`config.mk`:
```
export PLATFORM = sky130hd
export DESIGN_NAME = dac_bus_regs
export DESIGN_NICKNAME = d
export VERILOG_FILES = /design/src/rtl/dacreg_pkg.sv /design/src/rtl/dac_bus_decode.sv /design/src/rtl/dac_ctrl_regs.sv /design/src/rtl/dac_chan.sv /design/src/rtl/dac_bus_regs.sv
export SDC_FILE = /design/constraint.sdc
export NUM_CORES = 1
export LEC_CHECK = 0
export ABC_AREA = 1
export BUFFER_PORTS_ARGS = -buffer_cell sky130_fd_sc_hd__buf_2
export CORE_MARGIN = 8
export CORE_UTILIZATION = 47
export DETAILED_ROUTE_END_ITERATION = 7
export PLACE_DENSITY = 0.71
export SETUP_SLACK_MARGIN = 0.4
export SYNTH_ARGS = -nofsm -noshare
export SYNTH_HDL_FRONTEND = slang
export SYNTH_SLANG_ARGS = --single-unit
export TNS_END_PERCENT = 100
```
`constraint.sdc`:
```
create_clock -name clk -period 2.3 [get_ports clk]
set_input_delay 0.345 -clock clk [delete_from_list [all_inputs] [get_ports clk]]
set_output_delay 0.345 -clock clk [all_outputs]
set_load 0.005 [all_outputs]
```
`src/rtl/dacreg_pkg.sv`:
```
package dacreg_pkg;
  localparam int CFG_W = 5;
  localparam int F_SYS_BYTE = 4;
  localparam int F_SYS_TWOS = 3;
  localparam int F_SYS_PD   = 2;
  localparam int F_SYS_STBY = 1;
  localparam int F_CLR      = 0;
  localparam int F_CH_MX_LO = 3;
  localparam int F_CH_SUB   = 2;
  localparam int F_CH_STBY  = 1;

  typedef struct packed {
    logic byte_mode;
    logic twos;
    logic pwr_down;
    logic stby;
  } sys_ctrl_t;

  typedef struct packed {
    logic [1:0] mx;
    logic       sub_tgt;
    logic       stby;
  } ch_ctrl_t;
endpackage

```
`src/rtl/dac_bus_decode.sv`:
```
module dac_bus_decode #(
  parameter int NCH = 4,
  parameter int AW  = 2
) (
  input  logic           clk,
  input  logic           rst_n,
  input  logic           cs_n,
  input  logic           wr_n,
  input  logic           mode,
  input  logic [AW-1:0]  addr,
  input  logic           db0,
  output logic           sys_we,
  output logic [NCH-1:0] ch_we,
  output logic [NCH-1:0] dat_we
);
  logic wr_q;
  logic wr_rise;

  always_ff @(posedge clk or negedge rst_n) begin
    if (!rst_n) wr_q <= 1'b1;
    else        wr_q <= wr_n;
  end

  assign wr_rise = wr_n & ~wr_q & ~cs_n;
  assign sys_we  = wr_rise & ~mode & ~db0;

  for (genvar i = 0; i < NCH; i++) begin : g_sel
    logic hit;
    assign hit       = (addr == AW'(i));
    assign ch_we[i]  = wr_rise & ~mode & db0 & hit;
    assign dat_we[i] = wr_rise & mode & hit;
  end

  AST_ONE_TARGET: assert property (@(posedge clk) disable iff (!rst_n)
    $onehot0({sys_we, ch_we, dat_we}));
  AST_CS_GATE: assert property (@(posedge clk) disable iff (!rst_n)
    cs_n |-> !(sys_we || (|ch_we) || (|dat_we)));
  AST_SINGLE_TAKE: assert property (@(posedge clk) disable iff (!rst_n)
    (|dat_we) |=> !(|dat_we));
endmodule

```
`src/rtl/dac_ctrl_regs.sv`:
```
module dac_ctrl_regs
  import dacreg_pkg::*;
#(
  parameter int NCH = 4
) (
  input  logic             clk,
  input  logic             rst_n,
  input  logic             sys_we,
  input  logic [NCH-1:0]   ch_we,
  input  logic [CFG_W-1:0] fld,
  output logic             byte_mode,
  output logic             twos,
  output logic             pwr_down,
  output logic [NCH-1:0]   stby_eff,
  output logic [2*NCH-1:0] mx,
  output logic [NCH-1:0]   sub_tgt,
  output logic [NCH-1:0]   clr_ch
);
  sys_ctrl_t      sys_q;
  logic           sys_clr_q;
  ch_ctrl_t       ch_q [NCH];
  logic [NCH-1:0] ch_clr_q;

  always_ff @(posedge clk or negedge rst_n) begin
    if (!rst_n) begin
      sys_q     <= '0;
      sys_clr_q <= 1'b0;
    end else begin
      sys_clr_q <= sys_we & fld[F_CLR];
      if (sys_we) begin
        sys_q.byte_mode <= fld[F_SYS_BYTE];
        sys_q.twos      <= fld[F_SYS_TWOS];
        sys_q.pwr_down  <= fld[F_SYS_PD];
        sys_q.stby      <= fld[F_SYS_STBY];
      end
    end
  end

  for (genvar i = 0; i < NCH; i++) begin : g_ch
    always_ff @(posedge clk or negedge rst_n) begin
      if (!rst_n) begin
        ch_q[i]     <= '0;
        ch_clr_q[i] <= 1'b0;
      end else begin
        ch_clr_q[i] <= ch_we[i] & fld[F_CLR];
        if (ch_we[i]) begin
          ch_q[i].mx      <= fld[F_CH_MX_LO +: 2];
          ch_q[i].sub_tgt <= fld[F_CH_SUB];
          ch_q[i].stby    <= fld[F_CH_STBY];
        end
      end
    end
    assign stby_eff[i]   = sys_q.stby | ch_q[i].stby;
    assign mx[2*i +: 2]  = ch_q[i].mx;
    assign sub_tgt[i]    = ch_q[i].sub_tgt;
    assign clr_ch[i]     = sys_clr_q | ch_clr_q[i];

    AST_CH_CLR_PULSE: assert property (@(posedge clk) disable iff (!rst_n)
      ch_clr_q[i] |=> !ch_clr_q[i]);
  end

  assign byte_mode = sys_q.byte_mode;
  assign twos      = sys_q.twos;
  assign pwr_down  = sys_q.pwr_down;

  AST_SYS_CLR_PULSE: assert property (@(posedge clk) disable iff (!rst_n)
    sys_clr_q |=> !sys_clr_q);
  AST_SYS_CLR_ALL: assert property (@(posedge clk) disable iff (!rst_n)
    sys_clr_q |-> (&clr_ch));
endmodule

```
`src/rtl/dac_chan.sv`:
```
module dac_chan #(
  parameter int MAIN_W = 10,
  parameter int SUB_W  = MAIN_W - 2
) (
  input  logic              clk,
  input  logic              rst_n,
  input  logic              we,
  input  logic [MAIN_W-1:0] data,
  input  logic              byte_mode,
  input  logic              sub_tgt,
  input  logic              twos,
  input  logic              clr,
  input  logic              load,
  output logic [MAIN_W-1:0] main_o,
  output logic [SUB_W-1:0]  sub_o
);
  localparam logic [MAIN_W-1:0] M_MID = {1'b1, {(MAIN_W-1){1'b0}}};
  localparam logic [SUB_W-1:0]  S_MID = {1'b1, {(SUB_W-1){1'b0}}};

  logic [MAIN_W-1:0] m_in, m_nxt, m_clr;
  logic [SUB_W-1:0]  s_in, s_nxt;

  assign m_clr = twos ? M_MID : '0;

  always_comb begin
    m_nxt = m_in;
    s_nxt = s_in;
    if (we) begin
      if (!byte_mode) begin
        if (sub_tgt) s_nxt = data[MAIN_W-1:2];
        else         m_nxt = data;
      end else if (data[0]) begin
        s_nxt = data[MAIN_W-1:2];
      end else if (data[1]) begin
        m_nxt[1:0] = data[3:2];
      end else begin
        m_nxt[MAIN_W-1:2] = data[MAIN_W-1:2];
      end
    end
  end

  always_ff @(posedge clk or negedge rst_n) begin
    if (!rst_n) begin
      m_in   <= '0;
      main_o <= '0;
      s_in   <= S_MID;
      sub_o  <= S_MID;
    end else if (clr) begin
      m_in   <= m_clr;
      main_o <= m_clr;
      s_in   <= S_MID;
      sub_o  <= S_MID;
    end else begin
      m_in <= m_nxt;
      s_in <= s_nxt;
      if (load) begin
        main_o <= m_nxt;
        sub_o  <= s_nxt;
      end
    end
  end

  AST_HOLD_IDLE: assert property (@(posedge clk) disable iff (!rst_n)
    (!load && !clr) |=> ($stable(main_o) && $stable(sub_o)));
  AST_CLR_BIN: assert property (@(posedge clk) disable iff (!rst_n)
    (clr && !twos) |=> (main_o == '0));
  AST_CLR_TWOS: assert property (@(posedge clk) disable iff (!rst_n)
    (clr && twos) |=> (main_o == M_MID));
  AST_CLR_SUB: assert property (@(posedge clk) disable iff (!rst_n)
    clr |=> (sub_o == S_MID));
  AST_LOAD_FWD: assert property (@(posedge clk) disable iff (!rst_n)
    (load && !clr && we && !byte_mode && !sub_tgt) |=> (main_o == $past(data)));
endmodule

```
`src/rtl/dac_bus_regs.sv`:
```
module dac_bus_regs
  import dacreg_pkg::*;
#(
  parameter int NCH    = 4,
  parameter int MAIN_W = 10,
  parameter int AW     = $clog2(NCH),
  parameter int SUB_W  = MAIN_W - 2
) (
  input  logic                  clk,
  input  logic                  rst_n,
  input  logic                  cs_n,
  input  logic                  wr_n,
  input  logic                  mode,
  input  logic [AW-1:0]         addr,
  input  logic [MAIN_W-1:0]     db,
  input  logic                  load,
  output logic [NCH*MAIN_W-1:0] main_code,
  output logic [NCH*SUB_W-1:0]  sub_code,
  output logic                  pwr_down,
  output logic [NCH-1:0]        stby,
  output logic [2*NCH-1:0]      mux_sel
);
  logic           sys_we;
  logic [NCH-1:0] ch_we, dat_we, sub_tgt, clr_ch;
  logic           byte_mode, twos;

  dac_bus_decode #(.NCH(NCH), .AW(AW)) u_dec (
    .clk(clk), .rst_n(rst_n), .cs_n(cs_n), .wr_n(wr_n), .mode(mode),
    .addr(addr), .db0(db[0]), .sys_we(sys_we), .ch_we(ch_we), .dat_we(dat_we)
  );

  dac_ctrl_regs #(.NCH(NCH)) u_ctl (
    .clk(clk), .rst_n(rst_n), .sys_we(sys_we), .ch_we(ch_we),
    .fld(db[MAIN_W-1 -: CFG_W]), .byte_mode(byte_mode), .twos(twos),
    .pwr_down(pwr_down), .stby_eff(stby), .mx(mux_sel),
    .sub_tgt(sub_tgt), .clr_ch(clr_ch)
  );

  for (genvar i = 0; i < NCH; i++) begin : g_chan
    dac_chan #(.MAIN_W(MAIN_W), .SUB_W(SUB_W)) u_ch (
      .clk(clk), .rst_n(rst_n), .we(dat_we[i]), .data(db),
      .byte_mode(byte_mode), .sub_tgt(sub_tgt[i]), .twos(twos),
      .clr(clr_ch[i]), .load(load),
      .main_o(main_code[i*MAIN_W +: MAIN_W]), .sub_o(sub_code[i*SUB_W +: SUB_W])
    );
  end

  AST_STBY_OR: assert property (@(posedge clk) disable iff (!rst_n)
    $past(sys_we) && $past(db[MAIN_W-4]) |-> (&stby));
endmodule

```
Word level (Yosys, flattened, before mapping):

Cells that the tools add are included.

* register bits after elaboration: 170
* input bits: 18
* output and inout bits: 85
* logic and storage cells: 142

* equality and inequality tests: 3
* mux-type cells: 65
* bitwise operators: 31
* reduce and logical (&&, ||, !) cells: 5

Operators with widths (count)
* 2-to-1 mux 10 bit: 29
* 2-to-1 mux 8 bit: 32
* bitwise AND 1 bit: 19
* 2-to-1 mux 2 bit: 4
* bitwise OR 1 bit: 8
* nonzero test 2 bit: 4
* == test 2 bit (second input constant): 2
* inverter 1 bit: 4
* == test 2 x 1 -> 1 bit (second input constant): 1
* zero test 2 bit: 1

Logic depth before layout (Yosys ltp):

* depth after elaboration: 8
* gate-level depth with buffers: 12
* gate-level depth less buffers: 10

Cells and area by module:

A second synthesis with hierarchy kept.

* cells, all modules: 943
* area, all modules: 7571.0 µm²

Modules (own cells, without submodules)
* dac_chan: times used 4, cells each 200, area an instance 1600.3 µm², seq. area each 903.4 µm²
* dac_ctrl_regs: times used 1, cells each 120, area an instance 1047.3 µm², seq. area each 625.6 µm²
* dac_bus_decode: times used 1, cells each 23, area an instance 122.6 µm², seq. area each 26.3 µm²

Worst setup path after synthesis:

Ideal clock, no wire load.

* path kind: register to register
* start point: register u_ctl.sys_clr_q
* end point: register g_chan[0].u_ch.main_o[0]
* library setup time: 66 ps
* data arrival time: 1287 ps
* data required time: 2234 ps
* slack: 947 ps
* cell stages (with the launch flop): 7
* buffers on the path: 1
* period minus slack after synthesis: 1353 ps
* path through: dfrtp_1 > nor2_1 > clkinv_1 > nor2_1 > clkbuf_1 > nand2_1 > nand2_1

* longest elaborated chain between the ends: 2
* elaborated cells on any way between the ends: 3
* classes of those cells: mux (1); bitwise (1); reduce/logical (1)

RTL lines
* from (decl): RTL line dac_ctrl_regs.sv:20 `logic sys_clr_q;`
* from (signal assigned): RTL line dac_ctrl_regs.sv:29 `sys_clr_q <= sys_we & fld[F_CLR];`
* bitwise OR 1 bit (*): RTL line dac_ctrl_regs.sv:56 `assign clr_ch[i] = sys_clr_q | ch_clr_q[i];`
* 2-to-1 mux 10 bit or nonzero test 2 bit (tied branches)
* to (signal assigned): RTL line dac_chan.sv:50 `main_o <= m_clr;`
* to (signal assigned): RTL line dac_chan.sv:57 `main_o <= m_nxt;`
* to (decl): RTL line dac_chan.sv:14 `output logic [MAIN_W-1:0] main_o,`

Every way passes the cells marked *; elsewhere a longest branch is shown, timed or not.
A chain may end at the register's enable or synchronous reset.

Worst setup path in the final report:

* start point: register u_dec.wr_q
* end point: register g_chan[2].u_ch.main_o[2]

* longest elaborated chain between the ends: 8

RTL lines
* from (decl): RTL line dac_bus_decode.sv:16 `logic wr_q;`
* from (signal assigned): RTL line dac_bus_decode.sv:21 `else wr_q <= wr_n;`
* inverter 1 bit: RTL line dac_bus_decode.sv:24 `assign wr_rise = wr_n & ~wr_q & ~cs_n;`
* bitwise AND 1 bit (2 in a row): RTL line dac_bus_decode.sv:24
* bitwise AND 1 bit (2 in a row): RTL line dac_bus_decode.sv:31 `assign dat_we[i] = wr_rise & mode & hit;`
* 2-to-1 mux 10 bit: RTL line dac_chan.sv:28 `if (we) begin`
* 2-to-1 mux 10 bit: RTL line dac_chan.sv:56 `if (load) begin`
* 2-to-1 mux 10 bit: RTL line dac_chan.sv:48 `end else if (clr) begin`
* to (signal assigned): RTL line dac_chan.sv:50
* to (signal assigned): RTL line dac_chan.sv:57
* to (decl): RTL line dac_chan.sv:14

Every way passes these cells. The select of a mux whose other input is x is not followed.

==> metrics.cfg <==
[clock_network]
clock_latency_ps=440
clock-sinks=170
cts_root_buf=clkbuf_16
clk_pin_slew_ps=70
cts_buffers=17
tritoncts=yes
htreeDepth=4
clk_path_buf_depth=2
ctsResizeCount=0

[finish]
final_area_sq_um=10400
drive_gt1_share_pct=15.7
nFillCells=1812
nets=1349
area_growth_pct=15.2

[sta]
fin_ws_ps=534
relSlewSlack_pct=48.0
rsz0062_at_grt=no
max_freq_mhz=566
finalSetupTns_ps=0
slew_viol_final=0
period_minus_slack_ps=1770
worst_slew_pin_slew_ps=779
fin_skew_ps=8.61
setup_viol_count_final=0
layout_worst_path_cycle_share_pct=76.8
report.final.hold_viol_count=0

[floorplanning]
dieArea_sq_um=23800
num_rows=50
die_y_microns=154
io_pins=103
die_w_microns=154
design.core.area_sq_um=18800
start_util_pct=47.9

[placed_design]
dpl_cell_area_sq_um=9740
gp_congestion=0.837
hpwl_microns=18300
dp_slack_ps=454
io_buffers=102

[run]
cap_violations=0

[worst_setup_path]
reg2regPathDepth=8
critPathLaunchType=register
cp_max_fo=19
cp-end-kind=register
required_ps=2670
arrival_ps=2140
ff2ff_setup_slack_ps=530
regToRegEndpoint=g_chan[2].u_ch.main_o[2]
worstSetupPathType=register to register
rr_startpoint=u_dec.wr_q

[global_route]
grt_pass1_wl_microns=43300
grt-ovfl-total=0
antenna_found_initial=1
grt_start_max_net_pins=71
grtUsageTotal_pct=22.9
grt_pass1_vias=8193

[synthesis]
postSynthCellCount=1241
avgSynthCellArea_sq_um=7.24
synth.distinct_cells=28
synth_edf_count=0
synth_top_flop_cell=dfrtp_1
ys_seq_area_share_pct=47.5
synth-seq-cells=170
synth-async-reset-ratio_pct=100
syn-num-nets=1259
ys_warn_count=0
syn-cell-area_sq_um=8990

[routing]
drc=0
detail_route.first_pass.iterations=5
wl_microns=27100
vias=8588
wl_per_cell_microns=17.2
detail_route.iter0.violations=887
vias_per_cell=5.44
ant_nets=0

[hold_path]
holdPathEnd=u_dec.wr_q
whs_path_depth=1
hold_class=input port to register
worstHoldStart=wr_n

[power_and_ir_drop]
leakage_nw=5.68
power_per_cell_area_nw_per_um2=922
ir_drop_uv=578

[run_status]
outcome=finished clean

-- critical path: stages, from the launching register on --
cell	delay (ps)
dfstp_2	390
nor2_4	150
nand3_4	160
nor2_4	430
buf_4	270
nor2_1	70
nor2_1	80
nand3_1	70
nand2_1	70
-- power by group --
| part | switching (mW) | total, mW | internal, mW |
|---|---|---|---|
| sequential | 0.427 | 4.07 | 3.64 |
| clock | 1.36 | 2.93 | 1.57 |
| combinational | 1.60 | 2.54 | 0.945 |
-- layout make-up --
| cell class | instances | area, sq um | area share (%) |
|---|---|---|---|
| Tap cell | 234 | 293 | 2.83 |
| Antenna cell | 1 | 2.50 | 0.0242 |
| Clock buffer | 18 | 439 | 4.24 |
| Clock inverter | 14 | 146 | 1.41 |
| Multi-Input combinational cell | 919 | 4020 | 38.8 |
| Timing Repair Buffer | 150 | 917 | 8.86 |
| Sequential cell | 170 | 4270 | 41.2 |
| Inverter | 73 | 274 | 2.65 |
-- timing repair --
| action | in CTS | in global routing |
|---|---|---|
| endpoints found under the hold margin | 19 | 0 |
| endpoints found under the setup margin | 0 | 1 |
| hold buffers | 1 | 0 |
| setup buffers | 0 | 2 |
-- cell families after synthesis --
family                 count (synthesis)  share of synthesized area (%)
AO/OA/AOI/OAI                        229                           13.6
buffers and inverters                152                           7.84
AND/OR/NAND/NOR                      690                           31.1
flip-flops                           170                           47.5
-- synthesized netlist by cell type, types with 6 or more instances --
library cell | number | area share (%)
o211ai_1 | 28 | 2.3
nand3_1 | 57 | 3.2
inv_1 | 61 | 2.5
o21ai_0 | 118 | 6.6
dfstp_2 | 9 | 2.6
o21ai_1 | 19 | 1.1
nor2_4 | 6 | 0.75
nand2_1 | 437 | 18
a21oi_1 | 63 | 3.5
clkinv_1 | 8 | 0.33
buf_6 | 6 | 0.75
buf_4 | 19 | 1.6
clkbuf_1 | 39 | 1.6
nor2_1 | 173 | 7.2
buf_2 | 14 | 0.78
dfrtp_1 | 161 | 45
-- cells in the final DEF (no fill, tap or decap), types with 9 or more instances in the layout --
cell / count
clkbuf_16: 17
nand2_1: 437
a21oi_1: 63
buf_4: 44
buf_2: 101
nor2_1: 173
o21ai_1: 19
o211ai_1: 28
o21ai_0: 118
inv_1: 61
dfstp_2: 9
dfrtp_1: 160
nand3_1: 57
-- per-stage QoR --
step	cells	hold slack [ps]	utilization, %	power, mW
global route	1579	61.8	55.2	10.1
finish	1579	72.4	55.2	9.55
floorplan	1241	49.4	-	5.67
detailed placement	1543	221	51.9	6.64
CTS	1576	60.7	55.1	9.56
global placement	1543	221	51.9	6.54
-- routing by layer --
metal / part of all wire (%) / track usage, %
met1: 43 / 29.8
met2: 46 / 36.5
met3: 7.9 / 5.21
met4: 2.9 / 9.19
met5: 0 / 0
-- flip-flops by register name, indices dropped and copies added (netlist names) --
register,count
g_chan.u_ch.main_o,40
u_dec.wr_q,1
u_ctl.ch_q,4
u_ctl.sys_clr_q,1
u_ctl.sub_tgt,4
u_ctl.pwr_down,1
g_chan.u_ch.m_in,40
g_chan.u_ch.sub_o,32
u_ctl.ch_clr_q,4
g_chan.u_ch.s_in,32
u_ctl.twos,1
u_ctl.sys_q,1
u_ctl.mx,8
u_ctl.byte_mode,1
-- worst max path at each step --
stage / cells after the start / slack (ps) / from / to
2_1_floorplan: 6 / 950 / u_ctl.sys_clr_q / g_chan[0].u_ch.main_o[0]
3_3_place_gp: 10 / 470 / addr[1] / g_chan[0].u_ch.main_o[9]
3_5_place_dp: 10 / 450 / cs_n / g_chan[0].u_ch.main_o[9]
4_1_cts: 8 / 560 / u_dec.wr_q / g_chan[2].u_ch.main_o[2]
5_1_grt: 8 / 420 / u_dec.wr_q / g_chan[2].u_ch.main_o[1]
6_report: 8 / 530 / u_dec.wr_q / g_chan[2].u_ch.main_o[2]
Power figures use the tool's default switching activity.
